`src/rtl/gpio_mux_pkg.sv`:
```
package gpio_mux_pkg;
    localparam int unsigned PORT_W = 8;
    localparam int unsigned ADDR_W = 8;
    localparam int unsigned SPI_W  = 4;
    localparam int unsigned USB_W  = 2;

    typedef logic [PORT_W-1:0] port_t;
    typedef logic [ADDR_W-1:0] addr_t;

    typedef struct packed {
        port_t latch;
        port_t dir;
    } regs_t;

    typedef struct packed {
        port_t stage1;
        port_t stage2;
        logic  prev_irq_pin;
        logic  pending;
    } sync_t;
endpackage

```
`src/rtl/gpio_regs.sv`:
```
module gpio_regs
    import gpio_mux_pkg::*;
#(
    parameter addr_t DATA_ADDR = 8'h01,
    parameter addr_t DIR_ADDR  = 8'h09,
    parameter port_t DIR_MASK  = 8'hFC
) (
    input  logic  clk,
    input  logic  rst_n,
    input  addr_t bus_addr,
    input  logic  bus_wr,
    input  port_t bus_wdata,
    input  port_t pin_sync,
    output port_t bus_rdata,
    output port_t latch,
    output port_t dir
);
    regs_t regs_d, regs_q;

    always_comb begin
        regs_d = regs_q;
        if (bus_wr && bus_addr == DATA_ADDR) regs_d.latch = bus_wdata;
        if (bus_wr && bus_addr == DIR_ADDR)  regs_d.dir   = bus_wdata & DIR_MASK;
    end

    always_ff @(posedge clk) begin
        if (!rst_n) regs_q <= '0;
        else        regs_q <= regs_d;
    end

    always_comb begin
        bus_rdata = '0;
        if (bus_addr == DATA_ADDR)
            bus_rdata = (regs_q.dir & regs_q.latch) | (~regs_q.dir & pin_sync);
        else if (bus_addr == DIR_ADDR)
            bus_rdata = regs_q.dir;
    end

    assign latch = regs_q.latch;
    assign dir   = regs_q.dir;


    dir_write_chk: assert property (@(posedge clk) disable iff (!rst_n)
        (bus_wr && bus_addr == DIR_ADDR) |=> (dir == ($past(bus_wdata) & DIR_MASK)));

    latch_write_chk: assert property (@(posedge clk) disable iff (!rst_n)
        (bus_wr && bus_addr == DATA_ADDR) |=> (latch == $past(bus_wdata)));

    regs_hold_chk: assert property (@(posedge clk) disable iff (!rst_n)
        !(bus_wr && (bus_addr == DATA_ADDR || bus_addr == DIR_ADDR))
        |=> ($stable(latch) && $stable(dir)));
endmodule

```
`src/rtl/gpio_sync.sv`:
```
module gpio_sync
    import gpio_mux_pkg::*;
#(
    parameter int unsigned IRQ_PIN = 3
) (
    input  logic  clk,
    input  logic  rst_n,
    input  port_t pin_in,
    input  logic  ext_irq_en,
    input  logic  usb_en,
    input  logic  irq_ack,
    output port_t pin_sync,
    output logic  irq_req
);
    sync_t sync_d, sync_q;
    logic  qualified;
    logic  fall_seen;

    always_comb begin
        qualified = ext_irq_en && !usb_en;
        fall_seen = sync_q.prev_irq_pin && !sync_q.stage2[IRQ_PIN];
        sync_d = sync_q;
        sync_d.stage1       = pin_in;
        sync_d.stage2       = sync_q.stage1;
        sync_d.prev_irq_pin = sync_q.stage2[IRQ_PIN];
        if (!qualified)     sync_d.pending = 1'b0;
        else if (fall_seen) sync_d.pending = 1'b1;
        else if (irq_ack)   sync_d.pending = 1'b0;
    end

    always_ff @(posedge clk) begin
        if (!rst_n) sync_q <= '0;
        else        sync_q <= sync_d;
    end

    assign pin_sync = sync_q.stage2;
    assign irq_req  = sync_q.pending;


    irq_set_chk: assert property (@(posedge clk) disable iff (!rst_n)
        (ext_irq_en && !usb_en && sync_q.prev_irq_pin && !pin_sync[IRQ_PIN]) |=> irq_req);

    irq_gate_chk: assert property (@(posedge clk) disable iff (!rst_n)
        !(ext_irq_en && !usb_en) |=> !irq_req);

    irq_ack_chk: assert property (@(posedge clk) disable iff (!rst_n)
        (irq_ack && !(sync_q.prev_irq_pin && !pin_sync[IRQ_PIN])) |=> !irq_req);
endmodule

```
`src/rtl/gpio_pad_mux.sv`:
```
module gpio_pad_mux
    import gpio_mux_pkg::*;
#(
    parameter int unsigned SPI_LSB = 4,
    parameter int unsigned USB_LSB = 2
) (
    input  port_t            latch,
    input  port_t            dir,
    input  logic             spi_en,
    input  logic [SPI_W-1:0] spi_out,
    input  logic [SPI_W-1:0] spi_oe,
    input  logic             usb_en,
    input  logic [USB_W-1:0] usb_out,
    input  logic [USB_W-1:0] usb_oe,
    output port_t            pin_out,
    output port_t            pin_oe,
    output port_t            pin_od
);
    for (genvar i = 0; i < PORT_W; i++) begin : g_pin
        if (i >= SPI_LSB && i < SPI_LSB + SPI_W) begin : g_spi
            assign pin_out[i] = spi_en ? spi_out[i-SPI_LSB] : latch[i];
            assign pin_oe[i]  = spi_en ? spi_oe[i-SPI_LSB]  : dir[i];
            assign pin_od[i]  = 1'b0;
        end else if (i >= USB_LSB && i < USB_LSB + USB_W) begin : g_usb
            assign pin_out[i] = usb_en ? usb_out[i-USB_LSB] : 1'b0;
            assign pin_oe[i]  = usb_en ? usb_oe[i-USB_LSB]  : (dir[i] && !latch[i]);
            assign pin_od[i]  = !usb_en;
            always_comb begin

                od_low_only_chk: assert (!(pin_od[i] && pin_out[i]));
            end
        end else begin : g_plain
            assign pin_out[i] = latch[i];
            assign pin_oe[i]  = dir[i];
            assign pin_od[i]  = 1'b0;
        end
    end
endmodule

```
`src/rtl/gpio_mux_port.sv`:
```
module gpio_mux_port
    import gpio_mux_pkg::*;
#(
    parameter addr_t       DATA_ADDR = 8'h01,
    parameter addr_t       DIR_ADDR  = 8'h09,
    parameter port_t       DIR_MASK  = 8'hFC,
    parameter int unsigned SPI_LSB   = 4,
    parameter int unsigned USB_LSB   = 2,
    parameter int unsigned IRQ_PIN   = 3
) (
    input  logic       clk,
    input  logic       rst_n,
    input  logic [7:0] bus_addr,
    input  logic       bus_wr,
    input  logic [7:0] bus_wdata,
    output logic [7:0] bus_rdata,
    input  logic [7:0] pin_in,
    output logic [7:0] pin_out,
    output logic [7:0] pin_oe,
    output logic [7:0] pin_od,
    input  logic       spi_en,
    input  logic [3:0] spi_out,
    input  logic [3:0] spi_oe,
    input  logic       usb_en,
    input  logic [1:0] usb_out,
    input  logic [1:0] usb_oe,
    input  logic       ext_irq_en,
    input  logic       irq_ack,
    output logic       irq_req
);
    port_t pin_sync;
    port_t latch;
    port_t dir;

    gpio_sync #(.IRQ_PIN(IRQ_PIN)) i_sync (
        .clk(clk), .rst_n(rst_n), .pin_in(pin_in), .ext_irq_en(ext_irq_en),
        .usb_en(usb_en), .irq_ack(irq_ack), .pin_sync(pin_sync), .irq_req(irq_req)
    );

    gpio_regs #(.DATA_ADDR(DATA_ADDR), .DIR_ADDR(DIR_ADDR), .DIR_MASK(DIR_MASK)) i_regs (
        .clk(clk), .rst_n(rst_n), .bus_addr(bus_addr), .bus_wr(bus_wr),
        .bus_wdata(bus_wdata), .pin_sync(pin_sync), .bus_rdata(bus_rdata),
        .latch(latch), .dir(dir)
    );

    gpio_pad_mux #(.SPI_LSB(SPI_LSB), .USB_LSB(USB_LSB)) i_pad_mux (
        .latch(latch), .dir(dir), .spi_en(spi_en), .spi_out(spi_out), .spi_oe(spi_oe),
        .usb_en(usb_en), .usb_out(usb_out), .usb_oe(usb_oe),
        .pin_out(pin_out), .pin_oe(pin_oe), .pin_od(pin_od)
    );


    reset_quiet_chk: assert property (@(posedge clk)
        !rst_n |=> (pin_oe == '0 && !irq_req));
endmodule

```
`config.mk`:
```
export PLATFORM = sky130hd
export DESIGN_NAME = gpio_mux_port
export DESIGN_NICKNAME = d
export VERILOG_FILES = /design/src/rtl/gpio_mux_pkg.sv /design/src/rtl/gpio_regs.sv /design/src/rtl/gpio_sync.sv /design/src/rtl/gpio_pad_mux.sv /design/src/rtl/gpio_mux_port.sv
export SDC_FILE = /design/constraint.sdc
export NUM_CORES = 1
export LEC_CHECK = 0
export BUFFER_PORTS_ARGS = -buffer_cell sky130_fd_sc_hd__buf_2
export CAP_MARGIN = 10
export CORE_MARGIN = 3
export CORE_UTILIZATION = 47
export DETAILED_ROUTE_END_ITERATION = 10
export GPL_ROUTABILITY_DRIVEN = 0
export PLACE_DENSITY = 0.89
export SETUP_SLACK_MARGIN = 0.5
export SKIP_CTS_REPAIR_TIMING = 1
export SYNTH_ARGS = -nofsm -noshare
export SYNTH_HDL_FRONTEND = slang
export SYNTH_SLANG_ARGS = --single-unit
```
`constraint.sdc`:
```
create_clock -name clk -period 1.6 [get_ports clk]
set_clock_uncertainty 0.15 [all_clocks]
set_input_delay 0 -clock clk [delete_from_list [all_inputs] [get_ports clk]]
set_output_delay 0 -clock clk [all_outputs]
set_load 0.02 [all_outputs]
```
==> summary.md <==
| Metric | Value |
|---|---|
| Mapped Avg Cell Area | `9.529 um2` |
| Die H | `61.33 um` |
| Worst-path fanout max | `3` |
| Wirelength per Cell | `13.82 um` |
| Share of synthesized registers carrying an async set or reset | `0%` |
| Area taken by multi-input logic gates | `767.0 um2` |
| Power Density | `750.6 nW/um2` |
| Max incr delay on CP | `0.37 ns` |
| Final setup fails | `0` |
| CTS root buf | `clkbuf_4` |
| Diodes inserted | `0` |
| Die W | `61.33 um` |
| Vias per cell | `4.784` |
| Initial antenna violation count | `0` |
| Drt drc | `0` |
| Core area | `2829 um2` |
| Post-Place Cells | `238` |
| Final hold viol count | `0` |
| MaxCap Viol Count | `0` |
| Top-count cell post-synth | `dfxtp_1` |
| Status | `complete, no violations` |
| Clock Sinks | `32` |
| Vias in the first global route | `1046` |
| Clock tree buffer depth | `2` |
| I/O pins | `76` |
| Lkg Pwr | `1.054 nW` |
| CP Data Required Time | `1.45 ns` |
| Congestion Overflow GR | `0` |
| CP Cell Sequence | `or3b_4, a21oi_2, buf_6` |
| H-tree levels | `2` |
| Power, Total | `1.681 mW` |
| 1st-iter DRT viols | `24` |
| Slew headroom | `60.57%` |
| Setup Crit Path Kind | `flip-flop to output port` |
| TritonCTS clock tree | `yes` |
| Routed WL | `3772 um` |
| First-pass GRT wire length | `4395 um` |
| Startpoint Class | `flip-flop` |
| Syn. warnings | `0` |
| HPWL Detailed | `2237 um` |
| Layout area overhead | `55.65%` |
| Worst Path Arrival | `1.35 ns` |
| VDD IR max | `0.0008331 V` |
| RSZ-0062 raised after global routing | `yes` |
| Crit path max-delay family | `simple AND/OR/NAND/NOR gates` |
| Cells after Synth | `151` |
| Cell Count, Final, Fillers Out | `273` |
| Tcrit/Tclk final | `93.58%` |
| Port bufs | `67` |
| Synth unique cells | `20` |
| Yosys top cell by area | `dfxtp_1` |
| Post-synth top area share | `44.52%` |
| Sequential element share of the synthesized area | `44.52%` |
| Synth Register Bits | `32` |
| FILL cells | `161` |
| Worst reg2reg setup slack | `0.67 ns` |
| GR Util All Layers | `16.08%` |
| Via count | `1306` |
| Worst path bufs/invs | `1` |
| Layout cells sized above 1 | `50.83%` |
| Post-Syn Area | `1439 um2` |
| Starting density of the core | `50.86%` |
| Largest net degree at the start of global routing | `41` |
| DR pass1 iterations | `4` |
| Max Fclk | `667.9 MHz` |
| Post-synth top cells | `dfxtp_1, nand2_1, and2_1` |
| Synth area leaders | `dfxtp_1, mux2i_1, and2_1, nand2_1, mux2_2` |
| CTS Buf Count | `5` |
| Die area | `3761 um2` |
| FF+latch area | `655.6 um2` |
| Worst-path clk slew | `0.11 ns` |
| Main synth FF type | `dfxtp_1` |
| Number of synthesized flops with an enable pin | `0` |
| Type of the tightest min-delay check | `input pin to flip-flop` |
| Hold_ws | `0.004223 ns` |
| Worst setup EP type | `output port` |
| Final Max Slew Viols | `0` |
| Post-layout nets | `284` |
| Slowest cell on crit path | `or3b_4` |
| Worst-Margin Slew | `0.5915 ns` |
| ANT nets after route | `0` |
| Skew-Pair Late Insertion Delay | `0.34 ns` |
| Site row count | `19` |
| Min Tclk post-route | `1.497 ns` |
==> cell families (layout without fill, tap and decap cells) <==
kind of cell | count (synthesis) | after routing | share of synthesized area [%]
buffers and inverters | 22 | 106 | 9.739
and+or+nand+nor | 59 | 59 | 24.17
other | 1 | 8 | 0.2606
muxes | 22 | 22 | 16.00
AOI/OAI and AO/OA | 15 | 15 | 5.305
DFF | 32 | 32 | 44.52
==> through the flow <==
| stage | util, % | cell area, um2 | worst slack (ns) | setup TNS, ns |
|---|---|---|---|---|
| after floorplan | - | 1484 | 0.3374 | 0 |
| after global placement | 61.39 | 1737 | 0.2629 | 0 |
| after detailed placement | 61.39 | 1737 | 0.1942 | 0 |
| after CTS | 64.22 | 1817 | -0.04769 | -0.1926 |
| after global routing | 79.17 | 2240 | 0.04114 | 0 |
| final | 79.17 | 2240 | 0.1028 | 0 |
==> power breakdown <==
part | leakage [nW] | switching [mW] | total (mW) | internal, mW
registers | 0.267 | 0.00473 | 0.821 | 0.816
logic | 0.745 | 0.119 | 0.253 | 0.134
clock network | 0.0412 | 0.281 | 0.607 | 0.326
==> state kept, by name (all words and copies together) (netlist names) <==
name / cells
i_regs.latch: 8
i_sync.pin_sync: 8
i_sync.sync_d: 8
i_regs.dir: 6
i_sync.irq_req: 1
i_sync.sync_q: 1
==> worst register-to-register path, cell delays in order (launching register included) <==
cell	delay (ns)
dfxtp_1	0.32
inv_1	0.05
o22ai_1	0.15
and4_1	0.21
==> per-layer routing <==
layer / GRT usage [%] / wire, um
met1: 18.48 / 1476
met2: 27.04 / 2019
met3: 4.822 / 221
met4: 8.182 / 55
met5: 0 / 0
==> placed cells by master, fill, tap and decap left out <==
master,netlist,routed
mux2i_1,14,14
nand2_1,25,24
nor4_4,1,1
clkinvlp_4,0,1
clkbuf_4,0,5
mux2_4,0,3
nor3b_2,0,3
conb_1,1,8
and4_1,2,2
o21ai_1,0,1
buf_2,0,49
o21ai_2,0,1
dfxtp_2,0,12
nand2b_4,0,1
dfxtp_1,32,20
or3b_4,0,6
buf_6,2,13
clkinv_2,0,1
a21oi_2,0,6
mux2_2,8,5
dlygate4sd3_1,0,19
nand2b_1,2,1
and2_1,19,19
inv_1,3,3
o22ai_1,1,1
o21ai_0,8,6
nand2_4,0,1
bufinv_16,0,1
buf_4,11,14
nand4b_1,1,1
==> layout make-up <==
type | count | share of cell area [%]
Inverter | 3 | 0.5028
Multi-Input combinational cell | 104 | 34.25
Tap cell | 31 | 1.732
Clock buffer | 5 | 1.676
Timing Repair Buffer | 95 | 30.67
Sequential cell | 32 | 29.27
Clock inverter | 3 | 1.899
==> worst paths after layout <==
path,from,endpoint,cells past startpoint
worst min register to register,i_sync.sync_d[7],i_sync.pin_sync[5],1
worst max-delay path,i_regs.dir[2],bus_rdata[2],3
worst min-delay path,bus_wr,i_regs.latch[7],4
worst max register to register,i_sync.sync_q[1],i_sync.irq_req,3
No activity file was read; power rests on OpenSTA's default activity.
